`config.mk`:
```
export PLATFORM = sky130hd
export DESIGN_NAME = ft_onehot_seq
export DESIGN_NICKNAME = d
export VERILOG_FILES = /design/src/rtl/ft_seq_pkg.sv /design/src/rtl/ft_por_sync.sv /design/src/rtl/ft_onehot_check.sv /design/src/rtl/ft_onehot_seq.sv
export SDC_FILE = /design/constraint.sdc
export NUM_CORES = 1
export LEC_CHECK = 0
export BUFFER_PORTS_ARGS = -buffer_cell sky130_fd_sc_hd__buf_2
export CORE_AREA = 2 2 39 41
export CTS_BUF_LIST = sky130_fd_sc_hd__clkbuf_8
export CTS_CLUSTER_SIZE = 30
export DETAILED_ROUTE_END_ITERATION = 12
export DIE_AREA = 0 0 41 43
export PLACE_DENSITY = 0.68
export RECOVER_POWER = 100
export SLEW_MARGIN = 40
export SYNTH_ARGS = -nofsm -noshare
export SYNTH_HDL_FRONTEND = slang
export SYNTH_SLANG_ARGS = --single-unit
export TNS_END_PERCENT = 10
```
`constraint.sdc`:
```
create_clock -name clk -period 2.5 [get_ports clk]
set_clock_uncertainty 0.15 [all_clocks]
set_input_delay 0.375 -clock clk [delete_from_list [all_inputs] [get_ports clk]]
set_output_delay 0.375 -clock clk [all_outputs]
set_load 0.01 [all_outputs]
```
`src/rtl/ft_seq_pkg.sv`:
```
package ft_seq_pkg;
    localparam int NUM_PHASES = 4;
    localparam int POP_W      = $clog2(NUM_PHASES + 1);

    typedef logic [NUM_PHASES-1:0] phase_vec_t;

    localparam phase_vec_t PH_IDLE = 4'b0001;
    localparam phase_vec_t PH_RUN  = 4'b0010;
    localparam phase_vec_t PH_WAIT = 4'b0100;
    localparam phase_vec_t PH_DONE = 4'b1000;

    typedef struct packed {
        phase_vec_t phase;
        logic       err;
    } seq_regs_t;
endpackage

```
`src/rtl/ft_por_sync.sv`:
```
module ft_por_sync #(
    parameter int STAGES = 2
) (
    input  logic clk,
    input  logic por_n,
    output logic hold
);
    localparam int LAST = STAGES - 1;

    logic [STAGES-1:0] chain_d, chain_q;

    always_comb begin
        chain_d = {chain_q[STAGES-2:0], 1'b1};
    end

    always_ff @(posedge clk or negedge por_n) begin
        if (!por_n) chain_q <= '0;
        else        chain_q <= chain_d;
    end

    assign hold = ~chain_q[LAST];
endmodule

```
`src/rtl/ft_onehot_check.sv`:
```
module ft_onehot_check
    import ft_seq_pkg::*;
(
    input  phase_vec_t       vec,
    output logic [POP_W-1:0] pop,
    output logic             illegal
);
    always_comb begin
        pop = '0;
        for (int i = 0; i < NUM_PHASES; i++) begin
            pop = pop + POP_W'(vec[i]);
        end
        illegal = (pop != POP_W'(1));
    end
endmodule

```
`src/rtl/ft_onehot_seq.sv`:
```
module ft_onehot_seq
    import ft_seq_pkg::*;
#(
    parameter int SYNC_STAGES = 2
) (
    input  logic                  clk,
    input  logic                  por_n,
    input  logic                  start,
    input  logic                  ack,
    input  logic                  err_clr,
    input  logic                  tl_en,
    input  logic [NUM_PHASES-1:0] tl_state,
    output logic                  busy,
    output logic                  done,
    output logic                  err_flag,
    output logic                  hold,
    output logic [NUM_PHASES-1:0] dbg_state
);
    seq_regs_t         regs_d, regs_q;
    logic [POP_W-1:0]  pop_cnt;
    logic              illegal;

    ft_por_sync #(.STAGES(SYNC_STAGES)) u_sync (
        .clk   (clk),
        .por_n (por_n),
        .hold  (hold)
    );

    ft_onehot_check u_check (
        .vec     (regs_q.phase),
        .pop     (pop_cnt),
        .illegal (illegal)
    );

    // Next value for every physical pattern; hold gates all inputs.
    always_comb begin
        regs_d = regs_q;
        if (hold) begin
            regs_d.phase = PH_IDLE;
            regs_d.err   = 1'b0;
        end else if (illegal) begin
            regs_d.phase = PH_IDLE;
            regs_d.err   = 1'b1;
        end else begin
            regs_d.err = regs_q.err & ~err_clr;
            if (tl_en) begin
                regs_d.phase = tl_state;
            end else begin
                case (regs_q.phase)
                    PH_IDLE: regs_d.phase = start ? PH_RUN : PH_IDLE;
                    PH_RUN:  regs_d.phase = PH_WAIT;
                    PH_WAIT: regs_d.phase = ack ? PH_DONE : PH_WAIT;
                    PH_DONE: regs_d.phase = PH_IDLE;
                    default: regs_d.phase = PH_IDLE;
                endcase
            end
        end
    end

    // No reset pin on the state flops: the synchronized gate drives them.
    always_ff @(posedge clk) begin
        regs_q <= regs_d;
    end

    assign busy      = (regs_q.phase == PH_RUN) || (regs_q.phase == PH_WAIT);
    assign done      = (regs_q.phase == PH_DONE);
    assign err_flag  = regs_q.err;
    assign dbg_state = regs_q.phase;

    // any illegal code recovers to idle with the flag raised
    assert_illegal_recover_R6: assert property (@(posedge clk) disable iff (!por_n)
        (!hold && illegal) |=> (dbg_state == PH_IDLE && err_flag));

    // run is a single cycle
    assert_run_to_wait_R3: assert property (@(posedge clk) disable iff (!por_n)
        (!hold && !tl_en && dbg_state == PH_RUN) |=> (dbg_state == PH_WAIT));

    // done always returns to idle
    assert_done_to_idle_R4: assert property (@(posedge clk) disable iff (!por_n)
        (!hold && !tl_en && dbg_state == PH_DONE) |=> (dbg_state == PH_IDLE));

    // flag is sticky without a clear
    assert_err_sticky_R7: assert property (@(posedge clk) disable iff (!por_n)
        (!hold && err_flag && !err_clr) |=> err_flag);

    // gate forces idle and clears the flag
    assert_hold_idle_R9: assert property (@(posedge clk) disable iff (!por_n)
        hold |=> (dbg_state == PH_IDLE && !err_flag));

    // busy and done never both high
    assert_busy_done_excl_R5: assert property (@(posedge clk) disable iff (!por_n)
        $onehot0({busy, done}));
endmodule

```
# == Word level (Yosys, flattened, before mapping) ==
# Cells that the tools add are included.
# Widths: inputs -> output; s select.
# op_classes
n_mux,5
n_eq_ne,5
n_reduce_logical,2
bitwise_logic,3
addsub,3
# op_table
op,count
$pmux 4 s3,1
$mux 4,2
$add 3x1->3,2
$eq 4x1->1 const B,1
$eq 4x2->1 const B,1
$eq 4x3->1 const B,1
$eq 4x4->1 const B,1
$ne 3x1->1 const B,1
$add 1x1->2,1
$mux 2,1
$not 1->1,2
$reduce_or 2->1,1
$and 1x1->1,1
$logic_or 1x1->1,1
$mux 1,1
# totals
reg_bits,7
out_inout_bits,8

# == Logic depth before layout (Yosys ltp) ==
# depth
word_depth,5
depth_mapped,9
ltp_nobuf,9

# == Cells and area by module ==
# From an unflattened synthesis, not the netlist that was laid out.
# unflattened
cells_unflattened,41
area_unflattened_um2,372.9
# modules_own_cells
mod,cells_per_inst,n_inst,area_per_inst_um2
ft_onehot_seq,28,1,242.7
ft_onehot_check,9,1,72.6
ft_por_sync,4,1,57.6

# == Least setup slack after synthesis ==
# Ideal clock, no wire load.
# synth_timing
path_kind,reg2reg
startpoint,register regs_q[1] (netlist: dbg_state[0])
endpoint,register regs_q[1] (netlist: dbg_state[0])
path_stages_with_launch,10
arrival_time_ns,2.062
path_slack_ns,0.168
setup_ns,0.120
synth_period_minus_slack_ns,2.332
path_buffers,0
path_cell_list,dfxtp_1 > inv_1 > ha_1 > inv_1 > fa_1 > inv_1 > ha_1 > nor3_1 > nand2_1 > a211o_1
# synth_via
elab_chain_cells,5
word_cells_on_any_way,10
# synth_rtl
element,line,text
from (decl),ft_onehot_seq.sv:19,"seq_regs_t regs_d, regs_q;"
from (signal assigned),ft_onehot_seq.sv:62,regs_q <= regs_d;
$add 1x1->2,ft_onehot_check.sv:11,pop = pop + POP_W'(vec[i]);
$add 3x1->3 (2 in series),ft_onehot_check.sv:11,
$ne 3x1->1,ft_onehot_check.sv:13,illegal = (pop != POP_W'(1));
$reduce_or 2->1 (no source line),--,
# Several ways; a longest one is shown, not always the timed one.
# A chain may end at the register's enable or synchronous reset.

# == Worst setup path in the final report ==
# layout_timing
startpoint,register regs_q[2] (netlist: dbg_state[1])
endpoint,register regs_q[3] (netlist: dbg_state[2])
# The elaborated chain is that of the path after synthesis.

==> flow_metrics.tcl <==
set metrics [dict create \
    post-route-period-util_pct 92.53 \
    fillCellCount 141 \
    clk_latency_ns 0.23 \
    r2r_cells 10 \
    cp.arrival_ns 2.31 \
    io-pin-count 18 \
    cp_slowest_cell "dfxtp_1" \
    path_class "reg2reg" \
    overflow 0 \
    pre_cts_slack_ns 0.1906 \
    grt_pass1_vias 373 \
    cts_tree "built" \
    numClockSinks 7 \
    drive_gt1_share_pct 25.00 \
    setup_ws_ns 0.1867 \
    slew_viol_final 0 \
    start_util_pct 29.84 \
    rsz0062_at_grt "false" \
    finalCriticalPeriod_ns 2.313 \
    syn-num-nets 59 \
    reg2reg_slack_ns 0.19 \
    hold_path_depth 0 \
    fp.coreArea_um2 1384 \
    grt_pass1_wl_um 1483 \
    synth_seq_cells 7 \
    worst-path-buf-inv 4 \
    die-area_um2 1763 \
    syn_avg_cell_area_um2 9.602 \
    setup_viol 0 \
    drtAntennaViolNets 0 \
    r2r-start "dbg_state[1]" \
    switching_share_pct 37.82 \
    io_buffers 17 \
    finalInstanceArea_um2 584.3 \
    yosysUniqueCellTypes 22 \
    outcome "finished, final reports clean" \
    root_buffer "clkbuf_8" \
    hp-start "u_sync.chain_q[0]" \
    drtPass1Iterations 3 \
    finalPower_mw 0.6681 \
    worstHoldPathType "reg2reg" \
    p_clk_share_pct 22.9 \
    start_kind "flip-flop" \
    drv_cap 0 \
    p_switching_mw 0.2527 \
    path_common_cell "inv_1" \
    dpl-instance-area_um2 540.5 \
    clkTransAtPathRegs_ns 0.04 \
    final_cell_mix "buf_2, inv_1, clkbuf_1" \
    crit_fanout 4 \
    fin_setup_tns_ns 0 \
    syn_inst 43 \
    netlist.area_leader.share_pct 24.24 \
    cts_buffers 3 \
    r2r-end "dbg_state[2]" \
    combPwrFrac_pct 52.0 \
    num_rows 14 \
    dr.first_iter.drc_count 5 \
    antenna_cells 0 \
    antenna_found_initial 0 \
    layout_commonest_cell "buf_2" \
    routabilityCongestion 0.7734 \
    netlist_area_um2 412.9 \
    die_h_um 43 \
    h-tree-depth 1 \
    final_nets 85 \
    drc 0 \
    postCtsSetupRepairBufs 0 \
    cts.path.max_buffers 2 \
    critical_path.max_stage_delay_ns 0.39 \
    ir_drop_mv 0.5532 \
    p_leak_nw 0.3013 \
    routedWlPerCell_um 11.52 \
    p_per_area_nw_per_um2 1143 \
    via_per_inst 4.500 \
    grt_usage_pct 13.65 \
    max_clock_freq_mhz 432.3 \
    cpLargestDelayFamily "adder cells" \
    via_count 378 \
    intPower_mw 0.4154 \
    endpoint_kind "flip-flop" \
    grt_max_degree 7 \
    dp.final_hpwl_um 722.4 \
    whs_endpoint "u_sync.chain_q[1]" \
    synth_top_area_cell "dfxtp_1" \
    ys_seq_area_share_pct 36.36 \
    hold_viol 0 \
    synth_warnings 0 \
    die_w_um 41 \
    crit_required_ns 2.50 \
    routed_wl_um 968 \
    cp_cell_sequence "inv_1 -> ha_1 -> inv_1 -> fa_1 -> inv_1 -> ha_1 -> nor3_2 -> nand2_1 -> buf_4 -> o22ai_1" \
    seqPwrFrac_pct 25.0 \
    synth_area_leaders "dfxtp_1, ha_1, dfrtp_1" \
    area_growth_pct 41.52 \
]
## power groups by stage
stage	Clock [mW]	Combinational (mW)	Sequential [mW]
6_report	0.153	0.348	0.167
5_1_grt	0.163	0.393	0.170
3_5_place_dp	0	0.333	0.168
4_1_cts	0.159	0.337	0.167
3_3_place_gp	0	0.316	0.166
2_1_floorplan	0	0.166	0.181
## cells in the mapped netlist
cell and n:
nor2_1 2, and2_1 1, ha_1 5, and3_1 1
mux2_4 1, o22ai_1 1, dfxtp_1 5, a311oi_2 1
nand3_1 1, dfrtp_1 2, nor3_1 1, nand4_1 1
inv_1 7, conb_1 1, a21oi_1 2, mux2i_1 1
a211o_1 1, and4bb_1 1, a2bb2oi_1 1, fa_1 1
nand2_1 4, nand2b_1 2
## sequential cells by signal, summed over array words and instances, names as in the netlist
signal	count
dbg_state	4
u_sync.chain_q	2
err_flag	1
## cell type report
class / count / area (um2) / area share [%]
flip-flops and latches: 7 / 150.1 / 25.70
inverters: 7 / 26.28 / 4.497
well taps: 16 / 20.02 / 3.426
clock inverters: 1 / 3.754 / 0.6424
repair buffers: 21 / 105.1 / 17.99
multi-input cells: 29 / 237.7 / 40.69
clock buffers: 3 / 41.29 / 7.066
## worst register-to-register path, stage by stage, from the launching register on
cell	delay, ns
dfxtp_1	0.39
inv_1	0.08
ha_1	0.28
inv_1	0.05
fa_1	0.35
inv_1	0.07
ha_1	0.24
nor3_2	0.23
nand2_1	0.10
buf_4	0.15
o22ai_1	0.16
## per-stage QoR
step / hold slack (ns) / std cells / utilization (%)
after floorplan: -0.07059 / 43 / -
after global routing: 0.2092 / 84 / 42.22
after CTS: 0.1998 / 84 / 43.04
after detailed placement: 0.01148 / 79 / 39.06
after global placement: 0.01025 / 79 / 39.06
final: 0.1963 / 84 / 42.22
## per-layer routing
layer | GRT usage, % | vias up | share of wire, %
met2 | 19.69 | 13 | 49
met5 | 0 | - | 0
met1 | 14.47 | 167 | 40
met4 | 16.00 | 0 | 4.6
li1 | - | 192 | -
met3 | 2.094 | 6 | 5.8
## worst max path at each step
stage / startpoint / endpoint / slack (ns) / depth (start not counted)
6_report: dbg_state[1] / dbg_state[2] / 0.19 / 10
5_1_grt: dbg_state[1] / dbg_state[2] / 0.0005 / 10
4_1_cts: dbg_state[1] / dbg_state[0] / 0.16 / 9
3_5_place_dp: dbg_state[1] / dbg_state[0] / 0.19 / 9
3_3_place_gp: dbg_state[0] / dbg_state[0] / 0.28 / 9
2_1_floorplan: dbg_state[0] / dbg_state[0] / 0.17 / 9
## cell families (layout without fill, tap and decap cells)
group | count (synthesis) | after routing | share of synthesized area [%]
DFF | 7 | 7 | 36.37
AOI/OAI and AO/OA | 6 | 6 | 11.82
other | 1 | 1 | 0.9082
and+or+nand+nor | 14 | 14 | 18.48
adders and majority gates | 6 | 6 | 20.00
muxes | 2 | 2 | 6.060
buffers and inverters | 7 | 32 | 6.365
## timing repair
item,in CTS,in global routing
hold buffers,1,0
endpoints found under the hold margin,2,0
resized for setup,0,1
endpoints found under the setup margin,0,2
Note: power is estimated with default switching activity, not from simulation.
